[src/rtl/dram_rf_pkg.sv]
// Shared types for the refresh scheduler.
package dram_rf_pkg;

    // Phases of one column-before-row refresh cycle.
    typedef enum logic [1:0] {
        PH_IDLE,
        PH_SETUP,
        PH_ACT,
        PH_PRE
    } cbr_phase_t;

    // Scheduler top-level states.
    typedef enum logic [2:0] {
        ST_WAIT,
        ST_INIT,
        ST_IDLE,
        ST_REQ,
        ST_RUN
    } sched_state_t;

endpackage

[src/rtl/rf_tick_timer.sv]
// Free-running cycle timer: while enabled, it pulses tick every LIMIT cycles.
// Dropping the enable clears the count.
// Assumes LIMIT >= 2.
module rf_tick_timer #(
    parameter int unsigned LIMIT = 100
) (
    input  logic clk_i,
    input  logic rst_n_i,
    input  logic en_i,
    output logic tick_o
);
    localparam int unsigned CW = $clog2(LIMIT + 1);

    logic [CW-1:0] cnt_q;

    assign tick_o = en_i && (cnt_q == CW'(LIMIT - 1));

    // Count enabled cycles and wrap on the tick.
    always_ff @(posedge clk_i) begin
        if (!rst_n_i || !en_i) begin
            cnt_q <= '0;
        end else if (tick_o) begin
            cnt_q <= '0;
        end else begin
            cnt_q <= cnt_q + CW'(1);
        end
    end
endmodule

[src/rtl/rf_debt_counter.sv]
// Saturating count of refreshes owed.
// inc adds one (up to MAX) and dec removes one.
// When both are raised in the same cycle the count is unchanged.
module rf_debt_counter #(
    parameter int unsigned MAX = 8,
    parameter int unsigned DW  = $clog2(MAX + 1)
) (
    input  logic          clk_i,
    input  logic          rst_n_i,
    input  logic          inc_i,
    input  logic          dec_i,
    output logic [DW-1:0] owed_o
);
    logic [DW-1:0] owed_q;

    assign owed_o = owed_q;

    // Update the owed count from due and completion events.
    always_ff @(posedge clk_i) begin
        if (!rst_n_i) begin
            owed_q <= '0;
        end else begin
            case ({inc_i, dec_i})
                2'b10:   if (owed_q != DW'(MAX)) owed_q <= owed_q + DW'(1);
                2'b01:   if (owed_q != '0)       owed_q <= owed_q - DW'(1);
                default: owed_q <= owed_q;
            endcase
        end
    end
endmodule

[src/rtl/rf_cbr_seq.sv]
// Generates one column-before-row refresh strobe sequence per start.
// The sequence is: column strobe low for CSR cycles, then row strobe low for RASW cycles
// (column strobe held low for the first CHR of them), then both high for RP cycles.
// A start during the final precharge cycle chains the next sequence directly.
// Assumes every parameter >= 1 and CHR < RASW.
module rf_cbr_seq
    import dram_rf_pkg::*;
#(
    parameter int unsigned CSR  = 1,
    parameter int unsigned CHR  = 2,
    parameter int unsigned RASW = 10,
    parameter int unsigned RP   = 6
) (
    input  logic clk_i,
    input  logic rst_n_i,
    input  logic start_i,
    output logic idle_o,
    output logic done_o,
    output logic ras_n_o,
    output logic cas_n_o
);
    localparam int unsigned MAXA = (RASW > RP) ? RASW : RP;
    localparam int unsigned MAXC = (MAXA > CSR) ? MAXA : CSR;
    localparam int unsigned CW   = $clog2(MAXC + 1);

    cbr_phase_t    phase_q;
    logic [CW-1:0] cnt_q;

    assign idle_o  = (phase_q == PH_IDLE);
    assign done_o  = (phase_q == PH_PRE) && (cnt_q == CW'(RP - 1));
    assign ras_n_o = (phase_q != PH_ACT);
    assign cas_n_o = !((phase_q == PH_SETUP) ||
                       ((phase_q == PH_ACT) && (cnt_q < CW'(CHR))));

    // Step through the setup, active and precharge phases.
    always_ff @(posedge clk_i) begin
        if (!rst_n_i) begin
            phase_q <= PH_IDLE;
            cnt_q   <= '0;
        end else begin
            case (phase_q)
                PH_IDLE: begin
                    cnt_q <= '0;
                    if (start_i) phase_q <= PH_SETUP;
                end
                PH_SETUP: begin
                    if (cnt_q == CW'(CSR - 1)) begin
                        phase_q <= PH_ACT;
                        cnt_q   <= '0;
                    end else begin
                        cnt_q <= cnt_q + CW'(1);
                    end
                end
                PH_ACT: begin
                    if (cnt_q == CW'(RASW - 1)) begin
                        phase_q <= PH_PRE;
                        cnt_q   <= '0;
                    end else begin
                        cnt_q <= cnt_q + CW'(1);
                    end
                end
                default: begin
                    if (cnt_q == CW'(RP - 1)) begin
                        phase_q <= start_i ? PH_SETUP : PH_IDLE;
                        cnt_q   <= '0;
                    end else begin
                        cnt_q <= cnt_q + CW'(1);
                    end
                end
            endcase
        end
    end
endmodule

[src/rtl/dram_refresh_sched.sv]
// Refresh and start-up scheduler for an asynchronous page-mode DRAM.
// From reset it owns the bus, waits PWRUP_CYC cycles, then runs INIT_REFRESHES
// warm-up refreshes before raising ready_o.
// It then owes one refresh every INTERVAL_CYC cycles. It requests the bus,
// pays all owed refreshes back-to-back once granted, and releases with both strobes high.
// Assumes grant_i is held high while request_o is high.
module dram_refresh_sched
    import dram_rf_pkg::*;
#(
    parameter int unsigned PWRUP_CYC      = 40000,
    parameter int unsigned INIT_REFRESHES = 8,
    parameter int unsigned INTERVAL_CYC   = 3120,
    parameter int unsigned CSR_CYC        = 1,
    parameter int unsigned CHR_CYC        = 2,
    parameter int unsigned RAS_LOW_CYC    = 10,
    parameter int unsigned PRECHARGE_CYC  = 6,
    parameter int unsigned DEBT_MAX       = 8
) (
    input  logic clk_i,
    input  logic rst_n_i,
    input  logic grant_i,
    output logic request_o,
    output logic own_o,
    output logic ready_o,
    output logic ras_n_o,
    output logic cas_n_o
);
    localparam int unsigned IW = $clog2(INIT_REFRESHES + 1);
    localparam int unsigned DW = $clog2(DEBT_MAX + 1);

    sched_state_t  state_q;
    logic          ready_q;
    logic [IW-1:0] dummies_q;
    logic          pw_tick_w;
    logic          iv_tick_w;
    logic [DW-1:0] owed_w;
    logic          seq_idle_w;
    logic          seq_done_w;
    logic          seq_start_w;
    logic          pay_w;
    logic          more_w;
    logic          last_dummy_w;

    rf_tick_timer #(.LIMIT(PWRUP_CYC)) u_pwrup_timer (
        .clk_i   (clk_i),
        .rst_n_i (rst_n_i),
        .en_i    (state_q == ST_WAIT),
        .tick_o  (pw_tick_w)
    );

    rf_tick_timer #(.LIMIT(INTERVAL_CYC)) u_interval_timer (
        .clk_i   (clk_i),
        .rst_n_i (rst_n_i),
        .en_i    (ready_q),
        .tick_o  (iv_tick_w)
    );

    assign pay_w = seq_done_w && (state_q == ST_RUN);

    rf_debt_counter #(.MAX(DEBT_MAX), .DW(DW)) u_debt (
        .clk_i   (clk_i),
        .rst_n_i (rst_n_i),
        .inc_i   (iv_tick_w),
        .dec_i   (pay_w),
        .owed_o  (owed_w)
    );

    rf_cbr_seq #(
        .CSR  (CSR_CYC),
        .CHR  (CHR_CYC),
        .RASW (RAS_LOW_CYC),
        .RP   (PRECHARGE_CYC)
    ) u_seq (
        .clk_i   (clk_i),
        .rst_n_i (rst_n_i),
        .start_i (seq_start_w),
        .idle_o  (seq_idle_w),
        .done_o  (seq_done_w),
        .ras_n_o (ras_n_o),
        .cas_n_o (cas_n_o)
    );

    assign last_dummy_w = (dummies_q == IW'(INIT_REFRESHES - 1));
    assign more_w       = (owed_w > DW'(1)) || iv_tick_w;

    // Decide when the strobe sequencer starts (or chains) a refresh.
    always_comb begin
        case (state_q)
            ST_INIT: seq_start_w = seq_idle_w || (seq_done_w && !last_dummy_w);
            ST_RUN:  seq_start_w = seq_idle_w || (seq_done_w && more_w);
            default: seq_start_w = 1'b0;
        endcase
    end

    // Top-level sequencing: power-up wait, warm-up, then request and pay-back.
    always_ff @(posedge clk_i) begin
        if (!rst_n_i) begin
            state_q   <= ST_WAIT;
            ready_q   <= 1'b0;
            dummies_q <= '0;
        end else begin
            case (state_q)
                ST_WAIT: begin
                    if (pw_tick_w) state_q <= ST_INIT;
                end
                ST_INIT: begin
                    if (seq_done_w) begin
                        dummies_q <= dummies_q + IW'(1);
                        if (last_dummy_w) begin
                            state_q <= ST_IDLE;
                            ready_q <= 1'b1;
                        end
                    end
                end
                ST_IDLE: begin
                    if (owed_w != '0) state_q <= ST_REQ;
                end
                ST_REQ: begin
                    if (grant_i) state_q <= ST_RUN;
                end
                default: begin
                    if (seq_done_w && !more_w) state_q <= ST_IDLE;
                end
            endcase
        end
    end

    assign request_o = (state_q == ST_REQ) || (state_q == ST_RUN);
    assign own_o     = !ready_q || (state_q == ST_RUN);
    assign ready_o   = ready_q;

endmodule

[config.mk]
export PLATFORM = sky130hd
export DESIGN_NAME = dram_refresh_sched
export DESIGN_NICKNAME = d
export VERILOG_FILES = /design/src/rtl/dram_rf_pkg.sv /design/src/rtl/rf_tick_timer.sv /design/src/rtl/rf_debt_counter.sv /design/src/rtl/rf_cbr_seq.sv /design/src/rtl/dram_refresh_sched.sv
export SDC_FILE = /design/constraint.sdc
export NUM_CORES = 1
export LEC_CHECK = 0
export BUFFER_PORTS_ARGS = -buffer_cell sky130_fd_sc_hd__buf_4
export CORE_UTILIZATION = 50
export DETAILED_ROUTE_END_ITERATION = 16
export PLACE_DENSITY_LB_ADDON = 0.12
export SLEW_MARGIN = 20
export SYNTH_ARGS = -nofsm -noshare
export SYNTH_HDL_FRONTEND = slang
export SYNTH_SLANG_ARGS = --single-unit
[constraint.sdc]
create_clock -name clk_i -period 5.29 [get_ports clk_i]
set_input_delay 1.3225 -clock clk_i [delete_from_list [all_inputs] [get_ports clk_i]]
set_output_delay 1.3225 -clock clk_i [all_outputs]
set_load 0.02 [all_outputs]
==> results of run 1 <==
synthesized netlist by cell type (4+ instances only):
library cell	count	area [um2]
inv_1	13	48.8
and3_1	4	25.0
or3_1	4	25.0
nand4_1	8	50.1
o21ai_0	7	35.0
dfxtp_1	46	921
clkbuf_1	4	15.0
ha_1	14	175
nand2_1	24	90.1
xnor2_1	14	123
nor2_1	55	206
xor2_1	16	140
a21oi_1	7	35.0
nand3_1	13	65.1
where the power goes:
part / switching (W) / leakage [nW] / internal [W]
sequential: 0.00000179 / 0.371 / 0.000348
combinational: 0.00000604 / 0.528 / 0.00000314
clock: 0.000130 / 0.0585 / 0.000142
cell type report:
class	count	area share, %
Inverter	13	1.88
Clock inverter	3	1.69
Timing Repair Buffer	7	2.03
Clock buffer	5	2.66
Multi-Input combinational cell	215	53.7
Tap cell	52	2.51
Sequential cell	46	35.5
registers in the layout, indices dropped and copies added (netlist names):
signal	count
u_seq.cnt_q	4
u_debt.owed_o	4
ready_o	1
dummies_q	4
u_interval_timer.cnt_q	12
u_seq.phase_q	2
state_q	3
u_pwrup_timer.cnt_q	16
per-layer routing:
layer,vias to the layer above,part of all wire (%),GRT usage (%)
met3,8,2.3,4.64
met2,11,41,27.6
met5,-,0,0
met4,0,1.8,8.50
met1,826,55,25.9
li1,978,-,-
layout by cell type (no fill, tap or decap), types with 2 or more instances in the layout:
cell type and n:
nand2_1 24, or3_1 4, and3_1 4, a21oi_1 7
mux2i_1 3, xnor2_1 14, dfxtp_1 46, buf_4 7
nor3b_1 3, nand3_1 13, o31ai_1 3, o211ai_1 2
nor2_1 55, xor2_1 16, o21ai_0 7, clkbuf_8 5
nand4_1 8, and3b_1 2, o32ai_1 2, nand2b_1 2
inv_1 13, ha_1 14, nor4bb_1 3, nor3_1 3
logic make-up after synthesis:
logic type	synth area share (%)
multiplexers	1.71
flip-flops	38.1
XOR/XNOR	10.9
AO/OA/AOI/OAI	8.29
buffers and inverters	4.25
AND/OR/NAND/NOR	29.5
adder cells (fa/ha/maj)	7.25
path summary, 6_finish.rpt:
path	end	slack, ns	cells after the start
max	request_o	2.48	3
min	u_interval_timer.cnt_q[0]$_SDFF_PP0_	0.45	1
max reg2reg	u_seq.phase_q[0]$_SDFFE_PN0P_	3.09	7
min reg2reg	u_interval_timer.cnt_q[0]$_SDFF_PP0_	0.45	1
per-stage QoR:
step                      area [um2]  total power, W  instances  hold WS (ns)
after floorplan                 2410        0.000364        282         0.418
after global placement          2480        0.000367        333         0.434
after detailed placement        2480        0.000367        333         0.443
after CTS                       2590        0.000638        341         0.463
after global routing            2590        0.000654        341         0.471
final                           2590        0.000631        341         0.452
worst max-delay path, stage by stage, from the launching register on:
cell and delay, ns:
dfxtp_1 0.42, or3b_1 0.50, nand2_1 0.11, buf_4 0.14
==> flow_metrics.env, run 1 <==
export IMPL_status="finished clean"
export IMPL_ant_nets=0
export IMPL_setup_tns_ns=0
export IMPL_clkSinkCount=46
export IMPL_drive_gt1_share_pct=8.65
export IMPL_reg2reg_from="u_seq.cnt_q[1]$_SDFF_PN0_"
export IMPL_synth_fp_nets=299
export IMPL_gp_congestion=0.796
export IMPL_synth_seq_cells=46
export IMPL_critPathLaunch="state_q[2]$_SDFFE_PN0P_"
export IMPL_hold_class="flip-flop to flip-flop"
export IMPL_post_place_ws_ns=2.82
export IMPL_synth_warnings=0
export IMPL_worst_pin_slew_ns=0.709
export IMPL_avgSynthCellArea_um2=8.56
export IMPL_multi_input_area_mm2=0.00139
export IMPL_worst_slack_ns=2.48
export IMPL_synth_edf_count=0
export IMPL_num_io_pins=8
export IMPL_period_share_pct=53.1
export IMPL_cts_root_buf="clkbuf_8"
export IMPL_grt_pass1_vias=1670
export IMPL_setup_viol=0
export IMPL_timing_max_cap_violations=0
export IMPL_crit_path_end_kind="output port"
export IMPL_clkTransAtPathRegs_ns=0.09
export IMPL_cts_resized=0
export IMPL_max_slew_margin_pct=52.7
export IMPL_h_tree_depth=2
export IMPL_core_area_mm2=0.00450
export IMPL_clock_path_buffers=2
export IMPL_vias=1823
export IMPL_drv_slew=0
export IMPL_worstSetupStartpointType="flip-flop"
export IMPL_cts_tree="done"
export IMPL_power_density_mw_per_mm2=243
export IMPL_port_buffers=7
export IMPL_skew_ns=0.00627
export IMPL_grt_usage_pct=18.7
export IMPL_vias_per_cell=5.35
export IMPL_grt_max_degree=17
export IMPL_grt_pass1_wl_mm=7.50
export IMPL_fin_nets=305
export IMPL_syn_inst=282
export IMPL_die_x_um=71.5
export IMPL_grt_setup_unrepaired="false"
export IMPL_clk_latency_ns=0.31
export IMPL_wl_mm=4.28
export IMPL_irDropWorstVdd_uv=175
export IMPL_numCtsBuffers=5
export IMPL_hp_start="u_interval_timer.cnt_q[0]$_SDFF_PP0_"
export IMPL_finalHoldViolCount=0
export IMPL_max_freq_mhz=356
export IMPL_min_period_ns=2.81
export IMPL_post_drt_wl_per_cell_um=12.6
export IMPL_die_h_um=71.5
export IMPL_drtIter0Drc=109
export IMPL_path_class="flip-flop to output port"
export IMPL_antennaDiodeCount=0
export IMPL_rows=24
export IMPL_worstPathArrival_ns=1.49
export IMPL_die_area_mm2=0.00511
export IMPL_cts_setup_buffers=0
export IMPL_num_fill_cells=421
export IMPL_final_core_util_pct=57.5
export IMPL_ys_types=52
export IMPL_yosysSeqAreaShare_pct=38.1
export IMPL_area_delta_synth_final_pct=7.31
export IMPL_antenna_found_initial=0
export IMPL_async_flop_share_pct=0
export IMPL_leakagePower_nw=0.958
export IMPL_cp_max_fo=8
export IMPL_initial_core_util_pct=53.6
export IMPL_dp_hpwl_mm=2.95
export IMPL_critPathRequiredTime_ns=3.97
export IMPL_syn_area_mm2=0.00241
export IMPL_gr_total_overflow=0
export IMPL_synth_top_flop_cell="dfxtp_1"
export IMPL_drc=0
export IMPL_dr_pass1_iters=4
export IMPL_regArea_um2=921
export IMPL_hold_buffers=0
Power figures use the tool's default switching activity.
==> inputs of run 2 (changes only) <==
==> constraint.sdc (replaced) <==
create_clock -name clk_i -period 2.3 [get_ports clk_i]
set_input_delay 0.575 -clock clk_i [delete_from_list [all_inputs] [get_ports clk_i]]
set_output_delay 0.575 -clock clk_i [all_outputs]
set_load 0.02 [all_outputs]
==> run 2 against run 1 <==
Effect of this change: sequential power grew 130%; highest routed layer unchanged; largest power group unchanged; combinational power increased by 130%; largest cell class unchanged; hold slack got worse by 0.00058 ns; critical path depth rose by 4.
==> flow_metrics.env, run 2 (synthesis gave the netlist of run 1 again) <==
export IMPL_crit_path_end_kind="flip-flop"
export IMPL_clkSinkCount=46
export IMPL_irDropWorstVdd_uv=342
export IMPL_ant_nets=0
export IMPL_vias=1834
export IMPL_mostFrequentLayoutCells="nor2_1, dfxtp_1, nand2_1"
export IMPL_die_x_um=71.5
export IMPL_die_h_um=71.5
export IMPL_numCtsBuffers=5
export IMPL_drc=0
export IMPL_num_fill_cells=432
export IMPL_finalPower_w=0.00142
export IMPL_clk_latency_ns=0.30
export IMPL_hold_class="flip-flop to flip-flop"
export IMPL_dp_cells=336
export IMPL_largest_reg_flops=16
export IMPL_grt_setup_unrepaired="false"
export IMPL_top_regs="u_pwrup_timer.cnt_q (16), u_interval_timer.cnt_q (12)"
export IMPL_max_stage_delay_ns=0.43
export IMPL_gr_total_overflow=0
export IMPL_status="finished clean"
export IMPL_drtIter0Drc=109
export IMPL_port_buffers=7
export IMPL_post_drt_wl_per_cell_um=12.0
export IMPL_hold_buffers=0
export IMPL_clock_path_buffers=2
export IMPL_regMostFlops="u_pwrup_timer.cnt_q"
export IMPL_cts_setup_buffers=0
export IMPL_min_period_ns=2.13
export IMPL_vias_per_cell=5.33
export IMPL_area_delta_synth_final_pct=8.24
export IMPL_worstSetupStartpointType="flip-flop"
export IMPL_path_class="flip-flop to flip-flop"
export IMPL_gp_congestion=0.796
export IMPL_timing_max_cap_violations=0
export IMPL_dp_hpwl_mm=2.99
export IMPL_cp_max_fo=4
export IMPL_grt_pass1_vias=1685
export IMPL_num_io_pins=8
export IMPL_path_cells="inv_1 > ha_1 > or3b_2 > a21oi_1 > o21ai_0 > or3_1 > o221a_2"
export IMPL_setup_viol=0
export IMPL_setup_tns_ns=0
export IMPL_max_freq_mhz=471
export IMPL_skew_ns=0.00274
export IMPL_die_area_mm2=0.00511
export IMPL_worstPathArrival_ns=2.32
export IMPL_cts_tree="done"
export IMPL_rows=24
export IMPL_fin_nets=308
export IMPL_grt_pass1_wl_mm=7.45
export IMPL_core_area_mm2=0.00450
export IMPL_mostFrequentLayoutCell="nor2_1"
export IMPL_dpl_cell_area_mm2=0.00250
export IMPL_finalHoldViolCount=0
export IMPL_antennaDiodeCount=0
export IMPL_power_density_mw_per_mm2=545
export IMPL_h_tree_depth=2
export IMPL_wl_mm=4.13
export IMPL_antenna_found_initial=0
export IMPL_layout_cells_non_filler=344
export IMPL_grt_max_degree=17
export IMPL_cts_resized=0
export IMPL_clkTransAtPathRegs_ns=0.08
export IMPL_critPathRequiredTime_ns=2.50
export IMPL_drive_gt1_share_pct=9.59
export IMPL_grt_usage_pct=18.4
export IMPL_slowest_stage="or3b_2"
export IMPL_leakagePower_nw=0.974
export IMPL_regArea_um2=921
export IMPL_cts_root_buf="clkbuf_8"
export IMPL_design_area_mm2=0.00261
export IMPL_worst_pin_slew_ns=0.480
export IMPL_initial_core_util_pct=53.6
export IMPL_period_share_pct=92.4
export IMPL_multi_input_area_mm2=0.00139
export IMPL_dr_pass1_iters=4
export IMPL_max_slew_margin_pct=67.9
export IMPL_drv_slew=0
run 2: cell count changes in the layout (fill, tap and decap cells not counted):
cell   delta
buf_4     +3
run 2: final timing paths:
| check | startpoint | cells after the start | slack (ns) | end |
|---|---|---|---|---|
| max reg2reg | u_seq.cnt_q[1]$_SDFF_PN0_ | 7 | 0.17 | u_seq.phase_q[0]$_SDFFE_PN0P_ |
| min | u_interval_timer.cnt_q[0]$_SDFF_PP0_ | 1 | 0.45 | u_interval_timer.cnt_q[0]$_SDFF_PP0_ |
| max | u_seq.cnt_q[1]$_SDFF_PN0_ | 7 | 0.17 | u_seq.phase_q[0]$_SDFFE_PN0P_ |
| min reg2reg | u_interval_timer.cnt_q[0]$_SDFF_PP0_ | 1 | 0.45 | u_interval_timer.cnt_q[0]$_SDFF_PP0_ |
run 2: through the flow:
stage | hold WS, ns | setup slack [ns] | utilization (%)
floorplan | 0.418 | 0.310 | -
global placement | 0.434 | 0.234 | 55.5
detailed placement | 0.443 | 0.187 | 55.5
CTS | 0.457 | 0.164 | 58.0
global route | 0.468 | 0.0472 | 58.0
finish | 0.451 | 0.175 | 58.0
run 2: power breakdown:
group / internal, W / total, W / switching [W]
combinational: 0.00000740 / 0.0000215 / 0.0000141
clock: 0.000326 / 0.000599 / 0.000273
sequential: 0.000800 / 0.000804 / 0.00000423
run 2: cell type report:
class                           instances  share of cell area (%)
Clock inverter                          3                    1.68
Tap cell                               52                    2.49
Timing Repair Buffer                   10                    2.87
Inverter                               13                    1.87
Sequential cell                        46                    35.2
Multi-Input combinational cell        215                    53.2
Clock buffer                            5                    2.63
run 2: per-layer routing:
layer,global-route usage (%),up-vias,share of wire [%]
li1,-,983,-
met1,25.2,826,53
met2,27.7,18,43
met3,4.50,7,3.3
met4,7.84,0,1.3
met5,0,-,0
run 2: worst max-delay path, delay by kind of cell, from the launching register on:
family                   cells  cell delay, ns
AO/OA/AOI/OAI                3            0.63
AND/OR/NAND/NOR              2            0.81
adder cells (fa/ha/maj)      1            0.15
buffers and inverters        1            0.10
flip-flops                   1            0.33
